File: src/rtl/kw_pkg.sv
package kw_pkg;

  // Strobes from the control FSM to the counting datapath
  typedef struct packed {
    logic cntClear;    // zero the watchdog count
    logic cntAdvance;  // add one to the watchdog count
    logic pulseStart;  // load the pulse-length counter
    logic pulseRun;    // step the pulse-length counter
  } kwStrobe_t;

endpackage

File: src/rtl/kw_dpath.sv
module kw_dpath #(
  parameter int CNT_W     = 14,
  parameter int PULSE_LEN = 98
) (
  input  logic             clk,
  input  logic             rst,
  input  kw_pkg::kwStrobe_t strb,
  output logic [CNT_W-1:0] count,
  output logic             cntAtMax,
  output logic             pulseLast
);

  localparam int PULSE_W = (PULSE_LEN > 1) ? $clog2(PULSE_LEN) : 1;
  localparam logic [CNT_W-1:0]   CNT_MAX   = {CNT_W{1'b1}};
  localparam logic [PULSE_W-1:0] PULSE_END = PULSE_W'(PULSE_LEN - 1);

  logic [PULSE_W-1:0] pulseCnt;

  // Watchdog count: a clear wins over an advance
  always_ff @(posedge clk) begin
    if (rst || strb.cntClear) begin
      count <= '0;
    end else if (strb.cntAdvance) begin
      count <= count + 1'b1;
    end
  end

  // Pulse-length counter, measured in oscillator clocks
  always_ff @(posedge clk) begin
    if (rst || strb.pulseStart) begin
      pulseCnt <= '0;
    end else if (strb.pulseRun) begin
      pulseCnt <= pulseCnt + 1'b1;
    end
  end

  assign cntAtMax  = (count == CNT_MAX);
  assign pulseLast = (pulseCnt == PULSE_END);

endmodule

File: src/rtl/kw_ctrl.sv
module kw_ctrl #(
  parameter logic [7:0] SVC_ADDR = 8'hA6,
  parameter logic [7:0] KEY_A    = 8'h1E,
  parameter logic [7:0] KEY_B    = 8'hE1
) (
  input  logic              clk,
  input  logic              rst,
  input  logic              tick,
  input  logic              wrEn,
  input  logic [7:0]        wrAddr,
  input  logic [7:0]        wrData,
  input  logic              idle,
  input  logic              idleHold,
  input  logic              powerDown,
  input  logic              wakeIrqN,
  input  logic              cntAtMax,
  input  logic              pulseLast,
  output kw_pkg::kwStrobe_t strb,
  output logic              enabled,
  output logic              pulseActive
);

  logic armed;        // first key byte has been seen
  logic pdHold;       // held after power-down until the wake line is released
  logic overflowNow;
  logic keyHit;
  logic keyFire;
  logic pulseEnd;
  logic runGate;

  always_comb begin
    overflowNow = enabled && cntAtMax && !pulseActive;
    keyHit      = wrEn && (wrAddr == SVC_ADDR) && !pulseActive && !overflowNow;
    keyFire     = keyHit && (wrData == KEY_B) && armed;
    pulseEnd    = pulseActive && pulseLast;
    runGate     = enabled && tick && !powerDown && !pdHold &&
                  !(idle && idleHold) && !pulseActive;

    strb            = '0;
    strb.cntClear   = keyFire || pulseEnd;
    strb.cntAdvance = runGate && !cntAtMax;
    strb.pulseStart = overflowNow;
    strb.pulseRun   = pulseActive && !pulseLast;
  end

  // Enable flag, key tracker and pulse state
  always_ff @(posedge clk) begin
    if (rst) begin
      enabled     <= 1'b0;
      armed       <= 1'b0;
      pulseActive <= 1'b0;
    end else if (pulseEnd) begin
      enabled     <= 1'b0;
      armed       <= 1'b0;
      pulseActive <= 1'b0;
    end else begin
      if (overflowNow) pulseActive <= 1'b1;
      if (keyFire)     enabled     <= 1'b1;
      if (keyHit)      armed       <= (wrData == KEY_A);
    end
  end

  // Power-down hold, released only once the wake line is high again
  always_ff @(posedge clk) begin
    if (rst) begin
      pdHold <= 1'b0;
    end else if (powerDown) begin
      pdHold <= 1'b1;
    end else if (wakeIrqN) begin
      pdHold <= 1'b0;
    end
  end

endmodule

File: src/rtl/keyed_watchdog.sv
module keyed_watchdog #(
  parameter int         CNT_W     = 14,
  parameter int         PULSE_LEN = 98,
  parameter logic [7:0] SVC_ADDR  = 8'hA6,
  parameter logic [7:0] KEY_A     = 8'h1E,
  parameter logic [7:0] KEY_B     = 8'hE1
) (
  input  logic       clk,
  input  logic       rst,
  input  logic       tick,
  input  logic       wrEn,
  input  logic [7:0] wrAddr,
  input  logic [7:0] wrData,
  input  logic       idle,
  input  logic       idleHold,
  input  logic       powerDown,
  input  logic       wakeIrqN,
  output logic       wdReset
);

  kw_pkg::kwStrobe_t strb;
  logic [CNT_W-1:0]  count;
  logic              cntAtMax;
  logic              pulseLast;
  logic              enabled;
  logic              pulseActive;

  kw_ctrl #(
    .SVC_ADDR (SVC_ADDR),
    .KEY_A    (KEY_A),
    .KEY_B    (KEY_B)
  ) ctrl_i (
    .clk         (clk),
    .rst         (rst),
    .tick        (tick),
    .wrEn        (wrEn),
    .wrAddr      (wrAddr),
    .wrData      (wrData),
    .idle        (idle),
    .idleHold    (idleHold),
    .powerDown   (powerDown),
    .wakeIrqN    (wakeIrqN),
    .cntAtMax    (cntAtMax),
    .pulseLast   (pulseLast),
    .strb        (strb),
    .enabled     (enabled),
    .pulseActive (pulseActive)
  );

  kw_dpath #(
    .CNT_W     (CNT_W),
    .PULSE_LEN (PULSE_LEN)
  ) dpath_i (
    .clk       (clk),
    .rst       (rst),
    .strb      (strb),
    .count     (count),
    .cntAtMax  (cntAtMax),
    .pulseLast (pulseLast)
  );

  assign wdReset = pulseActive;

endmodule

File: config.mk
export PLATFORM = sky130hd
export DESIGN_NAME = keyed_watchdog
export DESIGN_NICKNAME = d
export VERILOG_FILES = /design/src/rtl/kw_pkg.sv /design/src/rtl/kw_dpath.sv /design/src/rtl/kw_ctrl.sv /design/src/rtl/keyed_watchdog.sv
export SDC_FILE = /design/constraint.sdc
export NUM_CORES = 1
export LEC_CHECK = 0
export BUFFER_PORTS_ARGS = -buffer_cell sky130_fd_sc_hd__buf_2
export CAP_MARGIN = 0
export CORE_ASPECT_RATIO = 0.9
export CORE_MARGIN = 3
export CORE_UTILIZATION = 55
export CTS_BUF_LIST = sky130_fd_sc_hd__clkbuf_4 sky130_fd_sc_hd__clkbuf_8
export DETAILED_ROUTE_END_ITERATION = 8
export PLACE_DENSITY = 0.85
export SYNTH_ARGS = -nofsm -noshare
export SYNTH_HDL_FRONTEND = slang
export SYNTH_SLANG_ARGS = --single-unit
export TNS_END_PERCENT = 50
File: constraint.sdc
create_clock -name clk -period 1.95 [get_ports clk]
set_input_delay 0.2925 -clock clk [delete_from_list [all_inputs] [get_ports clk]]
set_output_delay 0.2925 -clock clk [all_outputs]
set_load 0.02 [all_outputs]
==> metrics.md, run 1 <==
| Metric | Value |
|---|---|
| Outcome | complete, no violations |
| Clk pin slew, worst setup/hold paths | 140 ps |
| Leak | 0.512 nW |
| DIE AREA | 3130 um2 |
| Post-route DRC | 0 |
| Ranking of synthesized cells by area | dfxtp_1, a21oi_1, or4_1 |
| Worst setup path class | reg -> reg |
| Total congestion overflow | 0 |
| Die Width | 58.6 um |
| Worst Path Max Fanout | 6 |
| CTS max path bufs | 2 |
| CP top delay family | compound AO/OA/AOI/OAI gates |
| Area leader, netlist | dfxtp_1 |
| Crit path from | dpath_i.count[1] |
| Critical path cell sequence | ha_1, nand3_1, o311ai_1, nand4b_1, a21oi_1 |
| Global Route Usage Sum | 21.6% |
| Ys async rst share | 0% |
| Die Ht | 53.4 um |
| Initial DRC count | 36 |
| Number of global-route vias before repair | 1176 |
| Slowest stage delay, CP | 650 ps |
| WP data required | 2170 ps |
| PwrDens | 517 nW/um2 |
| Post-synthesis compound-gate area fraction | 20.9% |
| Synth Area in Adders | 2.74% |
| Hold/Removal Path Class | in -> reg |
| WL final | 3.10 mm |
| Simple-gate share of the synthesized area | 31.9% |
| Hold_sp | rst |
| Slew @ Worst Pin | 715 ps |
| Worst Setup Start Kind | flop |
| CP bufs+invs | 0 |
| Slew margin rel. | 51.6% |
| WP data arrival | 2060 ps |
| Clk_skew | 3.85 ps |
| Main combinational cell family by area after synthesis | simple AND/OR/NAND/NOR gates |
| Critical path's slowest cell | o311ai_1 |
| Most frequent cells in the layout | dfxtp_1, buf_2, a21oi_1, nor2_1 |
| Largest net degree at the start of global routing | 21 |
| Layout area overhead | 12.9% |
| Antenna viol nets, final | 0 |
| # nets final | 208 |
| Number of buffers created by CTS | 3 |
| Post-synth EDFFs | 0 |
| Clk sinks | 25 |
| Post-DP HPWL | 2.28 mm |
| Highest clock rate | 543 MHz |
| Root buf cell | clkbuf_4 |
| Routed vias/inst | 6.45 |
| Layout fillers | 189 |
| Port Buf Inserts | 24 |
| Post-synth top flop | dfxtp_1 |
| Hold_buf cts | 0 |
| Endpoint class of the critical path | flop |
| Post-synth top area share | 36.5% |
| Commonest non-fill, non-tap cell in the layout | dfxtp_1 |
| Via count | 1336 |
| I/O pin total | 25 |
| CTS tree | yes |
| Post CTS Setup Buffer Count | 0 |
| First drt pass iteration count | 4 |
| Setup-failing EPs final | 0 |
| # diodes | 0 |
| Synth cell types | 43 |
| Placed cells | 203 |
| Number of synthesized register bits | 25 |
| Row cnt | 16 |
| Final Max Slew Viols | 0 |
| Syn Nets | 181 |
| Tcrit/Tclk final | 94.5% |
| Worst R2R Start | dpath_i.count[1] |
| Syn avg cell area | 8.90 um2 |
| Post-DR wirelength/cell | 15.0 um |
| Core footprint | 2260 um2 |
| Htree depth | 1 |
| RD Place Congestion | 0.831 |
| Share of cells above drive strength 1 | 21.1% |
| Sequential-to-total area share from yosys stat | 36.5% |
| Antenna violations before repair | 0 |
| First-pass GRT wire length | 5.19 mm |
| Hold Violations, Final | 0 |
| Max-cap violation count | 0 |
| Initial core utilization | 60.6% |
| Synthesized area | 1370 um2 |
| VDD IR max | 505 uV |
| Final min period | 1840 ps |
| Cells after Synth | 154 |
| Post-Synth XOR/XNOR Area | 3.19% |
| Worst-skew pair later-pin latency | 330 ps |
| Mux cell area share after synthesis | 0% |
| Post-layout util | 68.4% |
| PostCTS Resize Cnt | 0 |
| Finished Layout Cells | 207 |
| Synth Warn # | 0 |
[cells in the mapped netlist, drive strengths merged, types with 3 or more instances]
cell,instances
o31ai,8
nand3,7
nand2,6
buf,4
o41ai,5
dfxtp,25
ha,3
inv,7
or4,9
a21oi,16
xnor2,3
nor4,3
nor2,12
o21ai,5
nand4,10
[final timing paths]
| kind | slack [ps] | end | depth (start not counted) |
|---|---|---|---|
| worst max-delay path | 110 | dpath_i.count[13] | 5 |
| worst min-delay path | 150 | ctrl_i.pdHold | 2 |
| worst max register to register | 110 | dpath_i.count[13] | 5 |
| worst min register to register | 500 | dpath_i.count[7] | 2 |
[registers in the layout, summed over array words and instances (netlist names)]
register,cells
ctrl_i.enabled,1
dpath_i.count,14
ctrl_i.armed,1
ctrl_i.pulseActive,1
dpath_i.pulseCnt,7
ctrl_i.pdHold,1
[kinds of logic after synthesis]
group                      Yosys count
AOI/OAI and AO/OA                   43
adders and majority gates            3
xor gates and xnor gates             5
buffers and inverters               12
DFF                                 25
and+or+nand+nor                     66
[report_power, final]
| group | total [mW] | internal [mW] | switching [mW] |
|---|---|---|---|
| combinational | 0.0467 | 0.0252 | 0.0214 |
| sequential | 0.513 | 0.512 | 0.000582 |
| clock | 0.241 | 0.0786 | 0.163 |
| total | 0.801 | 0.616 | 0.185 |
[area by class of cell]
cell class	count	area [um2]	share of cell area (%)
repair buffers	27	143	9.22
well taps	27	33.8	2.18
clock buffers	3	22.5	1.46
flip-flops and latches	25	500	32.3
multi-input cells	117	815	52.6
clock inverters	1	7.51	0.485
inverters	7	26.3	1.70
[worst register-to-register path, stage by stage (launching register included)]
cell	delay, ps
dfxtp_1	430
ha_1	240
nand3_1	90
o311ai_1	650
nand4b_1	220
a21oi_1	90
[routing by layer]
| layer | global-route usage, % | vias up | share of wire, % | wire (um) |
|---|---|---|---|---|
| met3 | 5.37 | 5 | 7.5 | 233 |
| met5 | 0 | - | 0 | 0 |
| met2 | 36.8 | 57 | 46 | 1420 |
| li1 | - | 663 | - | - |
| met1 | 27.1 | 611 | 46 | 1410 |
| met4 | 5.66 | 0 | 1.2 | 36 |
[stage by stage]
step	power, mW	TNS, ps	worst slack, ps	area (um2)	hold slack (ps)
after CTS	0.807	0	116	1540	132
after floorplan	0.542	0	247	1370	365
after detailed placement	0.571	0	151	1510	485
after global routing	0.829	-68.9	-61.5	1550	136
final	0.801	0	108	1550	147
after global placement	0.568	0	258	1510	468
No activity file was read; power rests on OpenSTA's default activity.
==> run 2, diff against run 1 <==
Settings changed: CELL_PAD_IN_SITES_DETAIL_PLACEMENT set to 0, CELL_PAD_IN_SITES_GLOBAL_PLACEMENT set to 2, CORE_UTILIZATION 55 to 34, PLACE_DENSITY 0.85 to 0.86.
Clock period 1.95 ns to 1.7 ns, I/O delays scaled along.
==> metrics.md, run 2 (synthesized netlist as in run 1, its figures left out) <==
| Metric | Value |
|---|---|
| Outcome | complete, no violations (unchanged) |
| Hold_sp | rst (unchanged) |
| Total congestion overflow | 0 (unchanged) |
| First-pass GRT wire length | 5.29 mm (was 5.19 mm) |
| Hold depth | 2 (unchanged) |
| Post-DR wirelength/cell | 13.9 um (was 15.0 um) |
| RSZ-0062 raised after global routing | yes |
| Worst Hold End | ctrl_i.pdHold (unchanged) |
| Slew @ Worst Pin | 428 ps (was 715 ps) |
| Share of cells above drive strength 1 | 29.3% (was 21.1%) |
| CTS tree | yes (unchanged) |
| DIE AREA | 4830 um2 (was 3130 um2) |
| Setup-failing EPs final | 0 (unchanged) |
| Initial core utilization | 36.0% (was 60.6%) |
| Endpoint class of the critical path | flop (unchanged) |
| Reg2reg path depth | 5 (unchanged) |
| Port Buf Inserts | 24 (unchanged) |
| Largest net degree at the start of global routing | 20 (was 21) |
| Number of buffers created by CTS | 3 (unchanged) |
| First drt pass iteration count | 4 (unchanged) |
| Post-route DRC | 0 (unchanged) |
| Commonest non-fill, non-tap cell in the layout | buf_2 (was dfxtp_1) |
| I/O pin total | 25 (unchanged) |
| # nets final | 219 (was 208) |
| Highest clock rate | 604 MHz (was 543 MHz) |
| Antenna violations before repair | 0 (unchanged) |
| Max FFs per register | 14 (unchanged) |
| Most frequent cells in the layout | buf_2, dfxtp_1, a21oi_1, buf_4, nor2_1 (was dfxtp_1, buf_2, a21oi_1, nor2_1) |
| Post-DP HPWL | 2.52 mm (was 2.28 mm) |
| Die Ht | 66.3 um (was 53.4 um) |
| Setup TNS | 0 ps (unchanged) |
| Flop-to-flop setup slack | 50 ps (was 110 ps) |
| DP Worst Slack | 10.2 ps (was 151 ps) |
| Hold Slack | 174 ps (was 147 ps) |
| Global Route Usage Sum | 13.8% (was 21.6%) |
| PwrDens | 601 nW/um2 (was 517 nW/um2) |
| Worst Path Max Fanout | 6 (unchanged) |
| Root buf cell | clkbuf_8 (was clkbuf_4) |
| WP data required | 1910 ps (was 2170 ps) |
| Tot Pwr | 1.02 mW (was 0.801 mW) |
| Slew margin rel. | 71.1% (was 51.6%) |
| Final Max Slew Viols | 0 (unchanged) |
| Number of global-route vias before repair | 1195 (was 1176) |
| Core footprint | 3810 um2 (was 2260 um2) |
| WL final | 3.30 mm (was 3.10 mm) |
| Clk_skew | 10.7 ps (was 3.85 ps) |
| Worst setup path class | reg -> reg (unchanged) |
| Max-cap violation count | 0 (unchanged) |
| VDD IR max | 302 uV (was 505 uV) |
| Clk sinks | 25 (unchanged) |
| Die Width | 72.9 um (was 58.6 um) |
| Clk pin slew, worst setup/hold paths | 90 ps (was 140 ps) |
| Row cnt | 21 (was 16) |
| Tcrit/Tclk final | 97.3% (was 94.5%) |
| Initial DRC count | 80 (was 36) |
| Worst-skew pair later-pin latency | 280 ps (was 330 ps) |
| Htree depth | 1 (unchanged) |
| # diodes | 0 (unchanged) |
| Hold Violations, Final | 0 (unchanged) |
| Layout area overhead | 24.1% (was 12.9%) |
| Hold/Removal Path Class | in -> reg (unchanged) |
| Antenna viol nets, final | 0 (unchanged) |
| Largest registers | dpath_i.count x14, dpath_i.pulseCnt x7 (unchanged) |
| Setup ws final | 45.6 ps (was 108 ps) |
| Routed vias/inst | 5.60 (was 6.45) |
| Worst R2R End | dpath_i.count[11] (was dpath_i.count[13]) |
| Leak | 0.580 nW (was 0.512 nW) |
| Via count | 1328 (was 1336) |
| Final min period | 1650 ps (was 1840 ps) |
| RD Place Congestion | 0.808 (was 0.831) |
| Worst R2R Start | dpath_i.count[5] (was dpath_i.count[1]) |
| Worst Setup Start Kind | flop (unchanged) |
| Reg with most FFs | dpath_i.count (unchanged) |
| WP data arrival | 1870 ps (was 2060 ps) |
| CTS max path bufs | 2 (unchanged) |
-- run 2: cell count changes in the layout (fill, tap and decap cells not counted), moves of 2 or more --
cell / before / now
clkbuf_4: 3 / 1
dfxtp_2: 0 / 2
clkbuf_8: 0 / 3
buf_4: 3 / 14
dfxtp_1: 25 / 23
-- run 2: how the worst max path moves through the flow --
stage / cells after the start / slack [ps] / from / end
2_1_floorplan: 6 / 4 / ctrl_i.pulseActive / dpath_i.count[11]
3_5_place_dp: 5 / 10 / powerDown / dpath_i.count[5]
3_3_place_gp: 6 / 60 / wrAddr[4] / dpath_i.count[12]
6_report: 5 / 50 / dpath_i.count[5] / dpath_i.count[11]
5_1_grt: 5 / -20 / dpath_i.count[6] / dpath_i.count[11]
4_1_cts: 6 / 30 / dpath_i.count[0] / dpath_i.count[5]
-- run 2: repair_timing --
action | 4_1_cts | 5_1_grt
setup endpoints to repair | 0 | 15
gates resized for setup | 0 | 8
hold buffers | 0 | 0
buffers inserted | 0 | 1
-- run 2: area by class of cell --
| cell class | instances | area (um2) |
|---|---|---|
| fillers | 375 | 2110 |
| multi-input cells | 117 | 841 |
| flip-flops and latches | 25 | 503 |
| repair buffers | 38 | 225 |
| well taps | 46 | 57.6 |
| clock buffers | 4 | 48.8 |
| inverters | 7 | 26.3 |
-- run 2: where the power goes --
group | switching, mW | internal [mW] | leakage [nW]
Combinational | 0.0258 | 0.0326 | 0.351
Clock | 0.193 | 0.184 | 0.0262
Sequential | 0.000712 | 0.586 | 0.203
Total | 0.219 | 0.803 | 0.580
-- run 2: per-stage QoR --
step / instances / utilization [%] / instance area, um2
floorplan: 154 / - / 1380
global placement: 232 / 42.4 / 1620
detailed placement: 232 / 42.4 / 1620
CTS: 236 / 43.7 / 1660
global route: 237 / 44.7 / 1700
finish: 237 / 44.7 / 1700
-- run 2: critical path: stages (launching register included) --
cell      delay [ps]
dfxtp_1          400
and4_1           290
o311ai_1         130
buf_4            170
or4_1            460
a21oi_1          150
-- run 2: layer usage --
| layer | global-route usage [%] | share of wire (%) |
|---|---|---|
| met1 | 17.4 | 49 |
| met2 | 23.3 | 47 |
| met3 | 3.65 | 3.7 |
| met4 | 3.46 | 0.30 |
| met5 | 0 | 0 |
